==> src/rtl/gpio_pkg.sv <==
package gpio_pkg;
  localparam int ADDR_W = 4;

  typedef enum logic [ADDR_W-1:0] {
    REG_IN     = 4'd0,
    REG_OUT    = 4'd1,
    REG_DIR    = 4'd2,
    REG_PULL   = 4'd3,
    REG_SEL_LO = 4'd4,
    REG_SEL_HI = 4'd5,
    REG_IE     = 4'd6,
    REG_EDGE   = 4'd7,
    REG_FLAG   = 4'd8
  } gpio_reg_e;

  typedef enum logic [1:0] {
    FN_GPIO  = 2'd0,
    FN_PERIA = 2'd1,
    FN_PERIB = 2'd2,
    FN_PERIC = 2'd3
  } gpio_fn_e;
endpackage

==> src/rtl/gpio_sync.sv <==
module gpio_sync #(
  parameter int W      = 8,
  parameter int STAGES = 2
) (
  input  logic         clk,
  input  logic         rst_n,
  input  logic [W-1:0] d,
  output logic [W-1:0] q
);
  logic [W-1:0] stage [STAGES];

  always_ff @(posedge clk or negedge rst_n) begin
    if (!rst_n) begin
      for (int i = 0; i < STAGES; i++) stage[i] <= '0;
    end else begin
      stage[0] <= d;
      for (int i = 1; i < STAGES; i++) stage[i] <= stage[i-1];
    end
  end

  assign q = stage[STAGES-1];
endmodule

==> src/rtl/gpio_pin_mux.sv <==
module gpio_pin_mux
  import gpio_pkg::*;
#(
  parameter int W = 8
) (
  input  logic [W-1:0] out_q,
  input  logic [W-1:0] dir_q,
  input  logic [W-1:0] sel_lo,
  input  logic [W-1:0] sel_hi,
  input  logic [W-1:0] per_a,
  input  logic [W-1:0] per_b,
  input  logic [W-1:0] per_c,
  output logic [W-1:0] pad_out,
  output logic [W-1:0] pad_oe
);
  for (genvar n = 0; n < W; n++) begin : g_pin
    gpio_fn_e fn;
    assign fn = gpio_fn_e'({sel_hi[n], sel_lo[n]});
    always_comb begin
      unique case (fn)
        FN_GPIO:  pad_out[n] = out_q[n];
        FN_PERIA: pad_out[n] = per_a[n];
        FN_PERIB: pad_out[n] = per_b[n];
        default:  pad_out[n] = per_c[n];
      endcase
    end
    assign pad_oe[n] = dir_q[n];
  end
endmodule

==> src/rtl/gpio_edge_flags.sv <==
module gpio_edge_flags #(
  parameter int W = 8
) (
  input  logic         clk,
  input  logic         rst_n,
  input  logic [W-1:0] level,
  input  logic [W-1:0] fall_sel,
  input  logic [W-1:0] gpio_mode,
  input  logic         wr_en,
  input  logic [W-1:0] wr_data,
  output logic [W-1:0] flag_q,
  output logic [W-1:0] hit
);
  logic [W-1:0] hist_q;
  logic [W-1:0] rise, fall;

  assign rise = level & ~hist_q;
  assign fall = ~level & hist_q;
  assign hit  = ((rise & ~fall_sel) | (fall & fall_sel)) & gpio_mode;

  always_ff @(posedge clk or negedge rst_n) begin
    if (!rst_n) begin
      hist_q <= '0;
      flag_q <= '0;
    end else begin
      hist_q <= level;
      flag_q <= (wr_en ? wr_data : flag_q) | hit;
    end
  end
endmodule

==> src/rtl/gpio_mux_port.sv <==
module gpio_mux_port
  import gpio_pkg::*;
#(
  parameter int NPINS = 8
) (
  input  logic              clk,
  input  logic              rst_n,
  input  logic              bus_we,
  input  logic [ADDR_W-1:0] bus_addr,
  input  logic [NPINS-1:0]  bus_wdata,
  output logic [NPINS-1:0]  bus_rdata,
  input  logic [NPINS-1:0]  pad_in,
  output logic [NPINS-1:0]  pad_out,
  output logic [NPINS-1:0]  pad_oe,
  output logic [NPINS-1:0]  pull_up,
  output logic [NPINS-1:0]  pull_dn,
  input  logic [NPINS-1:0]  periph_a_out,
  input  logic [NPINS-1:0]  periph_b_out,
  input  logic [NPINS-1:0]  periph_c_out,
  output logic [NPINS-1:0]  pin_sync,
  output logic              irq
);
  logic [NPINS-1:0] out_q, dir_q, pull_q, sel_lo_q, sel_hi_q, ie_q, edge_q;
  logic [NPINS-1:0] flag_q, hit, pull_on;
  logic             flag_wr;

  // Control registers; the input register has no storage here.
  always_ff @(posedge clk or negedge rst_n) begin
    if (!rst_n) begin
      out_q    <= '0;
      dir_q    <= '0;
      pull_q   <= '0;
      sel_lo_q <= '0;
      sel_hi_q <= '0;
      ie_q     <= '0;
      edge_q   <= '0;
    end else if (bus_we) begin
      case (bus_addr)
        REG_OUT:    out_q    <= bus_wdata;
        REG_DIR:    dir_q    <= bus_wdata;
        REG_PULL:   pull_q   <= bus_wdata;
        REG_SEL_LO: sel_lo_q <= bus_wdata;
        REG_SEL_HI: sel_hi_q <= bus_wdata;
        REG_IE:     ie_q     <= bus_wdata;
        REG_EDGE:   edge_q   <= bus_wdata;
        default:    ;
      endcase
    end
  end

  assign flag_wr = bus_we && (bus_addr == REG_FLAG);

  always_comb begin
    case (bus_addr)
      REG_IN:     bus_rdata = pin_sync;
      REG_OUT:    bus_rdata = out_q;
      REG_DIR:    bus_rdata = dir_q;
      REG_PULL:   bus_rdata = pull_q;
      REG_SEL_LO: bus_rdata = sel_lo_q;
      REG_SEL_HI: bus_rdata = sel_hi_q;
      REG_IE:     bus_rdata = ie_q;
      REG_EDGE:   bus_rdata = edge_q;
      REG_FLAG:   bus_rdata = flag_q;
      default:    bus_rdata = '0;
    endcase
  end

  gpio_sync #(.W(NPINS), .STAGES(2)) u_sync (
    .clk   (clk),
    .rst_n (rst_n),
    .d     (pad_in),
    .q     (pin_sync)
  );

  gpio_pin_mux #(.W(NPINS)) u_mux (
    .out_q   (out_q),
    .dir_q   (dir_q),
    .sel_lo  (sel_lo_q),
    .sel_hi  (sel_hi_q),
    .per_a   (periph_a_out),
    .per_b   (periph_b_out),
    .per_c   (periph_c_out),
    .pad_out (pad_out),
    .pad_oe  (pad_oe)
  );

  gpio_edge_flags #(.W(NPINS)) u_edge (
    .clk       (clk),
    .rst_n     (rst_n),
    .level     (pin_sync),
    .fall_sel  (edge_q),
    .gpio_mode (~(sel_lo_q | sel_hi_q)),
    .wr_en     (flag_wr),
    .wr_data   (bus_wdata),
    .flag_q    (flag_q),
    .hit       (hit)
  );

  assign pull_on = pull_q & ~dir_q;
  assign pull_up = pull_on & out_q;
  assign pull_dn = pull_on & ~out_q;
  assign irq     = |(flag_q & ie_q);
endmodule

==> config.mk <==
export PLATFORM = sky130hd
export DESIGN_NAME = gpio_mux_port
export DESIGN_NICKNAME = d
export VERILOG_FILES = /design/src/rtl/gpio_pkg.sv /design/src/rtl/gpio_sync.sv /design/src/rtl/gpio_pin_mux.sv /design/src/rtl/gpio_edge_flags.sv /design/src/rtl/gpio_mux_port.sv
export SDC_FILE = /design/constraint.sdc
export NUM_CORES = 1
export LEC_CHECK = 0
export BUFFER_PORTS_ARGS = -buffer_cell sky130_fd_sc_hd__buf_2
export CAP_MARGIN = 20
export CORE_MARGIN = 5
export CORE_UTILIZATION = 40
export DETAILED_ROUTE_END_ITERATION = 16
export HOLD_SLACK_MARGIN = 0.1
export PLACE_DENSITY_LB_ADDON = 0.05
export SYNTH_ARGS = -nofsm -noshare
export SYNTH_HDL_FRONTEND = slang
export SYNTH_HIERARCHICAL = 1
export SYNTH_SLANG_ARGS = --single-unit
export TNS_END_PERCENT = 1
==> constraint.sdc <==
create_clock -name clk -period 1.9 [get_ports clk]
set_clock_uncertainty 0.05 [all_clocks]
set_input_delay 0.38 -clock clk [delete_from_list [all_inputs] [get_ports clk]]
set_output_delay 0.38 -clock clk [all_outputs]
set_load 0.02 [all_outputs]
==> qor.yml <==
status: "complete, but fails checks"
failed_checks: "negative setup slack"
num_rows: 39
irDropWorstVdd_mv: 0.550
detail_route.wl_per_cell_microns: 19.1
worstPathRequired_ns: 1.47
floorplan.initialDensity_pct: 40.8
placedInstanceArea_sq_mm: 0.00558
final_design_area_no_fill_sq_mm: 0.00608
viasPerCell: 5.37
crit_arrival_ns: 1.73
post-route-drc-count: 0
final_period_demand_of_the_worst_path_ns: 2.16
totalNegativeSetupSlack_ns: -1.43
postLayoutCoreUtil_pct: 53.5
detailedPlace.worstSlack_ns: -0.365
pin_count_of_the_biggest_net_entering_global_routing: 89
power.leakage_nw: 2.75
reg2reg_slack_ns: 0.85
setup.worst_path.end_class: "output port"
num_io_pins: 96
layout.cells.most_common_list: "dfrtp_1, buf_2, mux2_2"
grt_first_pass_wirelength_microns: 19900
clock_sinks: 88
crit_chain: "mux2_2, a22o_1, a2111o_1, buf_2"
synthesis.area_sq_mm: 0.00464
htree_num_levels: 3
antenna_found_initial: 0
crit_path_top_delay_cell: "dfrtp_1"
antenna_violating_nets_post_route: 0
dp.cells: 612
clock_latency_ns: 0.34
filler_cell_count: 1028
finalHoldViolCount: 0
drv_cap: 0
power_per_cell_area_mw_per_mm2: 946
synth.net_count: 395
fp.coreArea_sq_mm: 0.0114
power.total_mw: 5.75
crit_path_max_incr_delay_ns: 0.39
dieWidth_microns: 118
post-route-period-util_pct: 114
avgSynthCellArea_sq_um: 13.3
finalWorstSetupSlack_ns: -0.258
numPortBuffers: 95
area_growth_syn_to_layout_pct: 31.1
setup_repair_after_global_routing_missed_its_margin: "yes"
globalRoute.totalOverflow: 0
die_area_sq_mm: 0.0138
achievable_frequency_mhz: 463
critPathKind: "register to output port"
layout.nets: 544
drt_pre_antenna_iters: 4
final-seq-area_sq_mm: 0.00221
startpoint_type: "register"
clkTransAtPathRegs_ns: 0.06
share_of_cells_above_drive_strength_1_pct: 54.6
maxSlewViolCount: 0
wl_microns: 12300
number_of_global_route_vias_before_repair: 3567
gp_congestion: 0.768
clock-root-buffer: "clkbuf_16"
crit_fanout: 3
layout.cells.most_common: "dfrtp_1"
synth.yosys.warnings: 6
hold_path.class: "register to register"
clockBufferDepth: 2
antenna-diode-count: 0
finish.cell_count_without_fillers: 643
cts_inserted_buffers: 9
total_vias_in_the_final_route: 3453
fin_worst_hold_slack_ns: 0.296
tritoncts: "built"
timing.final.setup_violations: 9
syn-instance-count: 348
footprint_of_the_multi_input_gates_sq_mm: 0.00223
chipHeight_microns: 118
worst_pin_slew_ns: 0.483
drt_first_iter_violations: 146
hpwlAfterDp_microns: 8940
worst_slew_margin_rel_pct: 67.8
global_route.usage.total_pct: 18.2
timing repair:
| item | in CTS | in global routing |
|---|---|---|
| buffers inserted | 5 | 3 |
| hold buffers | 9 | 0 |
| endpoints found under the hold margin | 96 | 0 |
| endpoints found under the setup margin | 11 | 17 |
| gates resized for setup | 10 | 15 |
| pin swaps | 1 | 4 |
critical path, delay by kind of cell (launching register included):
kind	cells	cell delay, ns
DFF	1	0.39
buffers and inverters	1	0.16
AOI/OAI and AO/OA	2	0.56
muxes	1	0.27
state kept, by name, indices dropped and copies added (netlist names):
signal / flops
u_edge/flag_q: 8
sel_hi_q: 8
sel_lo_q: 8
pull_q: 8
u_sync/stage: 8
edge_q: 8
out_q: 8
dir_q: 8
u_edge/hist_q: 8
u_sync/q: 8
ie_q: 8
cell type report:
cell class / count / area share, %
Clock buffer: 11 / 3.99
Sequential cell: 88 / 36.3
Timing Repair Buffer: 171 / 19.7
Inverter: 1 / 0.0618
Tap cell: 143 / 2.94
Multi-Input combinational cell: 226 / 36.7
Clock inverter: 3 / 0.329
routing by layer:
metal  up-vias  GRT usage [%]  part of all wire [%]  routed length [microns]
met5         -              0                     0                        0
met4         0           7.10                   1.8                      223
met3        13           3.36                   3.7                      449
met2        75           28.9                    47                     5800
met1      1735           24.8                    47                     5820
li1       1630              -                     -                        -
power by group:
| part | total (mW) | internal [mW] | switching (mW) |
|---|---|---|---|
| Clock | 1.61 | 0.904 | 0.707 |
| Combinational | 1.62 | 0.894 | 0.727 |
| Sequential | 2.52 | 2.20 | 0.321 |
worst paths after layout:
path,startpoint,cells after the start,end
max,ie_q[0]$_DFFE_PN0P_,4,bus_rdata[0]
min,u_sync/stage[13]$_DFF_PN0_,0,u_sync/q[5]$_DFF_PN0_
max reg2reg,dir_q[5]$_DFFE_PN0P_,3,dir_q[5]$_DFFE_PN0P_
min reg2reg,u_sync/stage[13]$_DFF_PN0_,0,u_sync/q[5]$_DFF_PN0_
max in group asynchronous,rst_n,3,sel_lo_q[4]$_DFFE_PN0P_
min in group asynchronous,rst_n,3,u_edge/hist_q[0]$_DFF_PN0_
(Power assumes the default switching activity.)
